==> config.mk <==
export PLATFORM = sky130hd
export DESIGN_NAME = dbuf_pwm_channel
export DESIGN_NICKNAME = d
export VERILOG_FILES = /design/src/rtl/pwm_pkg.sv /design/src/rtl/pwm_prescaler.sv /design/src/rtl/pwm_timebase.sv /design/src/rtl/pwm_outstage.sv /design/src/rtl/dbuf_pwm_channel.sv
export SDC_FILE = /design/constraint.sdc
export NUM_CORES = 1
export LEC_CHECK = 0
export BUFFER_PORTS_ARGS = -buffer_cell sky130_fd_sc_hd__buf_4
export CAP_MARGIN = 5
export CORE_MARGIN = 2
export CORE_UTILIZATION = 40
export DETAILED_ROUTE_END_ITERATION = 10
export PLACE_DENSITY = 0.6
export SLEW_MARGIN = 10
export SYNTH_ARGS = -nofsm -noshare
export SYNTH_HDL_FRONTEND = slang
export SYNTH_HIERARCHICAL = 1
export SYNTH_SLANG_ARGS = --single-unit
==> constraint.sdc <==
create_clock -name clk -period 2.2 [get_ports clk]
set_clock_uncertainty 0.1 [all_clocks]
set_input_delay 0.11 -clock clk [delete_from_list [all_inputs] [get_ports clk]]
set_output_delay 0.11 -clock clk [all_outputs]
set_load 0.01 [all_outputs]
==> src/rtl/pwm_pkg.sv <==
package pwm_pkg;
    // registered state of the output stage
    typedef struct packed {
        logic pwm;
        logic flag;
    } out_state_t;

    // number of chained prescaler stages (channel, global)
    localparam int PRESC_STAGES = 2;
endpackage

==> src/rtl/pwm_prescaler.sv <==
module pwm_prescaler #(
    parameter int DIV_W = 2
) (
    input  logic             clk,
    input  logic             rst_n,
    input  logic             tick_in,
    input  logic [DIV_W-1:0] ratio_m1,
    output logic             tick_out
);
    logic [DIV_W-1:0] cnt_d, cnt_q;

    always_comb begin
        cnt_d    = cnt_q;
        tick_out = tick_in && (cnt_q == ratio_m1);
        if (tick_in) begin
            cnt_d = tick_out ? '0 : cnt_q + 1'b1;
        end
    end

    always_ff @(posedge clk or negedge rst_n) begin
        if (!rst_n) cnt_q <= '0;
        else        cnt_q <= cnt_d;
    end
endmodule

==> src/rtl/pwm_timebase.sv <==
module pwm_timebase #(
    parameter int CNT_W = 16
) (
    input  logic             clk,
    input  logic             rst_n,
    input  logic             step,
    input  logic             upd_hold,
    input  logic             a_wr,
    input  logic [CNT_W-1:0] a_wdata,
    input  logic             b_wr,
    input  logic [CNT_W-1:0] b_wdata,
    output logic [CNT_W-1:0] cnt,
    output logic [CNT_W-1:0] a_act,
    output logic [CNT_W-1:0] b_act,
    output logic [CNT_W-1:0] a_stg,
    output logic [CNT_W-1:0] b_stg,
    output logic             load,
    output logic             a_hit,
    output logic             b_hit
);
    localparam logic [CNT_W-1:0] CNT_ONE = CNT_W'(1);
    localparam logic [CNT_W-1:0] CNT_TOP = '1;

    typedef struct packed {
        logic [CNT_W-1:0] cnt;
        logic [CNT_W-1:0] a_stg;
        logic [CNT_W-1:0] b_stg;
        logic [CNT_W-1:0] a_act;
        logic [CNT_W-1:0] b_act;
    } tb_state_t;

    tb_state_t st_d, st_q;

    always_comb begin
        st_d  = st_q;
        a_hit = step && (st_q.cnt == st_q.a_act);
        b_hit = step && (st_q.cnt == st_q.b_act);
        load  = step && ((st_q.cnt == st_q.b_act) || (st_q.cnt == CNT_TOP));

        if (load)      st_d.cnt = CNT_ONE;
        else if (step) st_d.cnt = st_q.cnt + 1'b1;

        if (load && !upd_hold) begin
            st_d.a_act = st_q.a_stg;
            st_d.b_act = st_q.b_stg;
        end

        if (a_wr) st_d.a_stg = a_wdata;
        if (b_wr) st_d.b_stg = b_wdata;
    end

    always_ff @(posedge clk or negedge rst_n) begin
        if (!rst_n) begin
            st_q     <= '0;
            st_q.cnt <= CNT_ONE;
        end else begin
            st_q <= st_d;
        end
    end

    assign cnt   = st_q.cnt;
    assign a_act = st_q.a_act;
    assign b_act = st_q.b_act;
    assign a_stg = st_q.a_stg;
    assign b_stg = st_q.b_stg;
endmodule

==> src/rtl/pwm_outstage.sv <==
module pwm_outstage
    import pwm_pkg::*;
(
    input  logic clk,
    input  logic rst_n,
    input  logic a_hit,
    input  logic b_hit,
    input  logic edge_pol,
    input  logic flag_both,
    input  logic flag_clr,
    output logic pwm_out,
    output logic flag
);
    out_state_t os_d, os_q;
    logic       set_ev;

    always_comb begin
        os_d   = os_q;
        set_ev = b_hit || (flag_both && a_hit);

        if (b_hit)      os_d.pwm = edge_pol;
        else if (a_hit) os_d.pwm = ~edge_pol;

        if (set_ev)        os_d.flag = 1'b1;
        else if (flag_clr) os_d.flag = 1'b0;
    end

    always_ff @(posedge clk or negedge rst_n) begin
        if (!rst_n) os_q <= '0;
        else        os_q <= os_d;
    end

    assign pwm_out = os_q.pwm;
    assign flag    = os_q.flag;
endmodule

==> src/rtl/dbuf_pwm_channel.sv <==
module dbuf_pwm_channel
    import pwm_pkg::*;
#(
    parameter int CNT_W = 16,
    parameter int DIV_W = 2
) (
    input  logic             clk,
    input  logic             rst_n,
    input  logic             enable,
    input  logic [DIV_W-1:0] chan_div,
    input  logic [DIV_W-1:0] glob_div,
    input  logic             edge_pol,
    input  logic             flag_both,
    input  logic             upd_hold,
    input  logic             a_wr,
    input  logic [CNT_W-1:0] a_wdata,
    input  logic             b_wr,
    input  logic [CNT_W-1:0] b_wdata,
    input  logic             flag_clr,
    output logic             pwm_out,
    output logic             flag,
    output logic [CNT_W-1:0] count
);
    logic [PRESC_STAGES:0]   tick_chain;
    logic [DIV_W-1:0]        stage_ratio [PRESC_STAGES];
    logic [CNT_W-1:0]        a_act, b_act, a_stg, b_stg;
    logic                    load, a_hit, b_hit;

    assign tick_chain[0]  = enable;
    assign stage_ratio[0] = chan_div;
    assign stage_ratio[1] = glob_div;

    for (genvar s = 0; s < PRESC_STAGES; s++) begin : g_presc
        pwm_prescaler #(.DIV_W(DIV_W)) u_presc (
            .clk      (clk),
            .rst_n    (rst_n),
            .tick_in  (tick_chain[s]),
            .ratio_m1 (stage_ratio[s]),
            .tick_out (tick_chain[s+1])
        );
    end

    pwm_timebase #(.CNT_W(CNT_W)) u_tb (
        .clk      (clk),
        .rst_n    (rst_n),
        .step     (tick_chain[PRESC_STAGES]),
        .upd_hold (upd_hold),
        .a_wr     (a_wr),
        .a_wdata  (a_wdata),
        .b_wr     (b_wr),
        .b_wdata  (b_wdata),
        .cnt      (count),
        .a_act    (a_act),
        .b_act    (b_act),
        .a_stg    (a_stg),
        .b_stg    (b_stg),
        .load     (load),
        .a_hit    (a_hit),
        .b_hit    (b_hit)
    );

    pwm_outstage u_out (
        .clk       (clk),
        .rst_n     (rst_n),
        .a_hit     (a_hit),
        .b_hit     (b_hit),
        .edge_pol  (edge_pol),
        .flag_both (flag_both),
        .flag_clr  (flag_clr),
        .pwm_out   (pwm_out),
        .flag      (flag)
    );
endmodule

## Word-level counts from Yosys, hierarchy flattened

Index checks and enable logic that the tools add are counted.

| storage, ports and cells | value |
|---|---|
| register bits | 86 |
| output and inout bits | 18 |
| word-level logic and storage cells | 39 |

| operators by class | value |
|---|---|
| $add $sub $neg | 3 |
| eq/ne operators | 5 |
| multiplexer cells | 8 |
| bitwise operators | 1 |
| reduce and logical (&&, ||, !) cells | 13 |

Operators by type and width:

| operator | number |
|---|---|
| equality test 16 bit | 2 |
| 2-to-1 mux 16 bit | 2 |
| adder 16 x 1 -> 16 bit, second input constant | 1 |
| equality test 16 bit, second input constant | 1 |
| logical AND 1 bit | 7 |
| nonzero test 2 bit | 3 |
| adder 2 x 1 -> 2 bit, second input constant | 2 |
| equality test 2 bit | 2 |
| 2-to-1 mux 1 bit | 4 |
| 2-to-1 mux 2 bit | 2 |
| logical OR 1 bit | 2 |
| logical NOT 1 bit | 1 |
| NOT 1 bit | 1 |

## Logic depth before layout (Yosys ltp)

| logic depth | value |
|---|---|
| depth after elaboration | 7 |
| gate-level depth with buffers | 11 |
| mapped depth without buffers | 8 |

## Modules after synthesis

The synthesis kept the hierarchy.

Modules (own cells, without submodules):

| module | times used | cells an instance | area an instance (um^2) |
|---|---|---|---|
| pwm_timebase | 1 | 509 | 4680.7 |
| pwm_prescaler | 2 | 14 | 122.6 |
| pwm_outstage | 1 | 9 | 95.1 |

## Worst setup path before layout

No wires, ideal clock.

| timing path | value |
|---|---|
| path kind | register to register |
| start | reg g_presc[0].u_presc.cnt_q[1] |
| end | reg u_tb.st_q, in the netlist u_tb/a_act[0] |
| library setup time | 122 ps |
| data arrival time | 2135 ps |
| data required time | 1978 ps |
| slack | -157 ps |
| stages on the path, launching flop included | 12 |
| buffers on the path | 3 |
| path through | dfrtp_1 -> xnor2_1 -> and3_1 -> and3_1 -> nand3_1 -> or3_1 -> clkbuf_1 -> or2_1 -> buf_6 -> buf_6 -> o211ai_2 -> nand2_1 |

| on the way | value |
|---|---|
| cells in the longest elaborated chain, start to end | 5 |

Ends and longest elaborated chain:

| element | RTL line | text |
|---|---|---|
| start: declaration | pwm_prescaler.sv:10 | `logic [DIV_W-1:0] cnt_d, cnt_q;` |
| start signal: assignment | pwm_prescaler.sv:22 | `else cnt_q <= cnt_d;` |
| equality test 2 bit | pwm_prescaler.sv:14 | `tick_out = tick_in && (cnt_q == ratio_m1);` |
| logical AND 1 bit | pwm_prescaler.sv:14 |  |
| net tick_chain[1] | dbuf_pwm_channel.sv:24 | `logic [PRESC_STAGES:0] tick_chain;` |
| logical AND 1 bit | pwm_prescaler.sv:14 |  |
| net tick_chain[2] | dbuf_pwm_channel.sv:24 |  |
| logical AND 1 bit | pwm_timebase.sv:38 | `load = step && ((st_q.cnt == st_q.b_act) \|\| (st_q.cnt == CNT_TOP));` |
| logical AND 1 bit | pwm_timebase.sv:43 | `if (load && !upd_hold) begin` |
| end signal: assignment | pwm_timebase.sv:57 | `st_q <= st_d;` |
| end: declaration | pwm_timebase.sv:32 | `tb_state_t st_d, st_q;` |

The timed path passes the listed nets, and every way through them passes these cells.
A chain may end at the register's enable or synchronous reset.

## Worst setup path in the final report

| timing path | value |
|---|---|
| start | reg g_presc[0].u_presc.cnt_q[1] |
| end | reg u_tb/cnt[15] (netlist name) |

| on the way | value |
|---|---|
| cells in the longest elaborated chain, start to end | 5 |
| elaborated cells between the ends (all ways) | 6 |
| classes of those cells | eq/ne: 1; mux: 1; reduce/logical: 4 |

Ends and longest elaborated chain:

| element | RTL line |
|---|---|
| equality test 2 bit (*) | pwm_prescaler.sv:14 |
| logical AND 1 bit (*) | pwm_prescaler.sv:14 |
| net tick_chain[1] | dbuf_pwm_channel.sv:24 |
| logical AND 1 bit (*) | pwm_prescaler.sv:14 |
| net tick_chain[2] | dbuf_pwm_channel.sv:24 |
| logical AND 1 bit | pwm_timebase.sv:38 |
| 2-to-1 mux 16 bit or nonzero test 2 bit (tied branches) | - |

The timed path passes the listed nets; every way through them passes the cells marked *.

==> impl_metrics.py <==
metrics = {
    "timing": {
        "drv_slew": 0,
        "maxSlewHeadroom_pct": 71.05,
        "setup_viol": 36,
        "fmax_mhz": 445.9,
        "setup_tns_ns": -0.5428,
        "final_hold_viol_count": 0,
        "worst_pin_slew_ns": 0.4342,
        "final.period_utilization_pct": 101.9,
        "rsz0062_at_grt": "true",
        "post-route-worst-setup-slack_ns": -0.04278,
        "period_minus_slack_ns": 2.243,
        "whs_ns": 0.03735,
    },
    "min_path": {
        "hold_start": "b_wr",
        "hold_depth": 3,
        "hp-class": "input pin to flop",
        "worstHoldEndpoint": "u_tb/b_stg[12]",
    },
    "final_layout": {
        "finish.utilization_pct": 55.80,
        "fin_nets": 693,
        "design_area_sq_um": 6758,
        "regArea_sq_um": 2153,
        "num-fill-cells": 1097,
        "drive_above_1_share_pct": 28.83,
        "area_delta_synth_final_pct": 34.99,
        "n_antenna_cell": 0,
        "multiInputGateArea_sq_um": 2715,
    },
    "drt": {
        "drtPass1Iterations": 5,
        "wl_per_cell_um": 17.07,
        "wirelength_um": 14000,
        "vias_per_cell": 5.433,
        "drc": 0,
        "first_iter_violations": 329,
        "vias": 4455,
        "drtAntennaViolNets": 0,
    },
    "synthesis": {
        "yosys_warnings": 6,
        "syn_avg_cell_area_sq_um": 9.202,
        "synthesis.instances": 544,
        "syn_area_sq_um": 5006,
        "syn_nets": 590,
    },
    "setup_path": {
        "slowest_delay_ns": 0.41,
        "crit_required_ns": 2.33,
        "rr_endpoint": "u_tb/cnt[15]",
        "path_class": "flop to flop",
        "r2r_setup_slack_ns": -0.04,
        "end_kind": "flop",
        "critPathArrivalTime_ns": 2.38,
        "crit_slowest_cell": "dfrtp_1",
        "cp-start-kind": "flop",
        "path_cells": "xnor2_2, and3_4, and3_4, nand3_2, or3_4, or2_4, buf_12, o21ai_4, nor2_1",
        "worst-path-max-fanout": 12,
        "critPathMostFrequentCell": "and3_4",
        "r2r_start": "g_presc[0].u_presc/cnt_q[1]",
        "reg2reg_depth": 9,
    },
    "pwr": {
        "power.density_nw_per_um2": 647.0,
        "ir_drop_mv": 0.4888,
        "leakage_uw": 0.002919,
        "finalPower_uw": 4372,
    },
    "clocking": {
        "clockRootBuffer": "clkbuf_16",
        "cts_inserted_buffers": 9,
        "cts_tree": "yes",
        "clk_path_buf_depth": 2,
        "htree_levels": 3,
        "cts_sinks": 86,
        "path_clk_slew_ns": 0.06,
        "insertion_delay_ns": 0.35,
    },
    "grt": {
        "overflow": 0,
        "grt_first_pass_wirelength_um": 22540,
        "grt_pass1_vias": 4437,
        "grtUsageMet1_pct": 30.03,
        "grt_max_degree": 44,
        "grt.busiest_layer": "met2",
        "antenna_found_initial": 0,
        "use_met2_pct": 33.61,
        "grtUsageMet3_pct": 3.661,
        "grt.total_usage_pct": 21.61,
    },
    "placed_design": {
        "numPortBuffers": 62,
        "gp_congestion": 0.9153,
        "dp_hpwl_um": 9285,
        "placed_cell_area_sq_um": 5753,
    },
    "floorplanning": {
        "ios": 63,
        "dieArea_sq_um": 13430,
        "initial_utilization_pct": 41.33,
        "die_w_um": 115.9,
        "core_area_sq_um": 12110,
        "die_h_um": 115.9,
        "fp-row-count": 40,
    },
    "run_status": {
        "violations": "negative setup slack",
        "outcome": "finished, violations left",
    },
    "job": {
        "drv_cap": 0,
    },
}
power by group:
part / switching [uW] / internal [uW]
sequential: 118 / 1720
clock: 649 / 906
combinational: 463 / 519
total: 1230 / 3140
worst max path at each step:
stage | start | cells after the start | to | slack (ns)
global route | g_presc[0].u_presc/cnt_q[1] | 9 | u_tb/cnt[3] | -0.13
CTS | g_presc[0].u_presc/cnt_q[1] | 9 | u_tb/a_act[14] | -0.01
floorplan | g_presc[0].u_presc/cnt_q[1] | 11 | u_tb/a_act[0] | -0.1
global placement | g_presc[0].u_presc/cnt_q[1] | 9 | u_tb/b_act[15] | -0.07
finish | g_presc[0].u_presc/cnt_q[1] | 9 | u_tb/cnt[15] | -0.04
detailed placement | g_presc[0].u_presc/cnt_q[1] | 9 | u_tb/b_act[7] | -0.15
cells in the final DEF, fill, tap and decap left out, drive strengths merged, types with 2 or more instances in the layout:
cell / count
a21oi: 7
a31oi: 2
a41oi: 32
and3: 7
and4: 2
and4b: 2
buf: 101
clkbuf: 10
clkinv: 4
dfrtp: 85
dlygate4sd3: 42
inv: 38
nand2: 107
nand3: 11
nand4: 7
nor2: 20
nor2b: 2
nor4: 7
o211ai: 32
o21a: 2
o21ai: 35
o41ai: 32
or2: 2
xnor2: 30
xor2: 22
state kept, by name (all words and copies together), names as in the netlist:
name / cells
g_presc.u_presc/cnt_q: 4
u_out/flag: 1
u_out/pwm_out: 1
u_tb/a_act: 16
u_tb/a_stg: 16
u_tb/b_act: 16
u_tb/b_stg: 16
u_tb/cnt: 16
worst max-delay path, delay by kind of cell, from the launching register on:
family,cells,cell delay (ns)
AO/OA/AOI/OAI,1,0.10
XOR/XNOR,1,0.16
buffers and inverters,1,0.16
flip-flops,1,0.41
AND/OR/NAND/NOR,6,1.19
metal layers:
metal | share of wire [%] | vias up | routed length (um)
li1 | - | 2138 | -
met1 | 47 | 2179 | 6518
met2 | 47 | 121 | 6550
met3 | 4.7 | 17 | 656
met4 | 2.0 | 0 | 273
met5 | 0 | - | 0
per-stage QoR:
step / setup WS [ns] / std cells
6_report: -0.04278 / 820
5_1_grt: -0.1254 / 820
4_1_cts: -0.01241 / 819
3_5_place_dp: -0.1534 / 759
3_3_place_gp: -0.06731 / 759
2_1_floorplan: -0.09877 / 544
cell type report:
cell class | count | area share, %
clock buffer | 10 | 3.536
clock inverter | 6 | 0.9072
inverter | 38 | 2.111
multi-input combinational | 369 | 40.18
sequential | 86 | 31.86
tap | 168 | 3.111
timing repair buffer | 143 | 18.29
repair_timing:
item | 4_1_cts | 5_1_grt
hold buffers | 42 | 0
resized for setup | 20 | 20
endpoints found under the hold margin | 124 | 0
buffers inserted | 1 | 1
endpoints found under the setup margin | 46 | 48
gates cloned | 1 | 0
pin swaps | 1 | 10
Power figures use the tool's default switching activity.
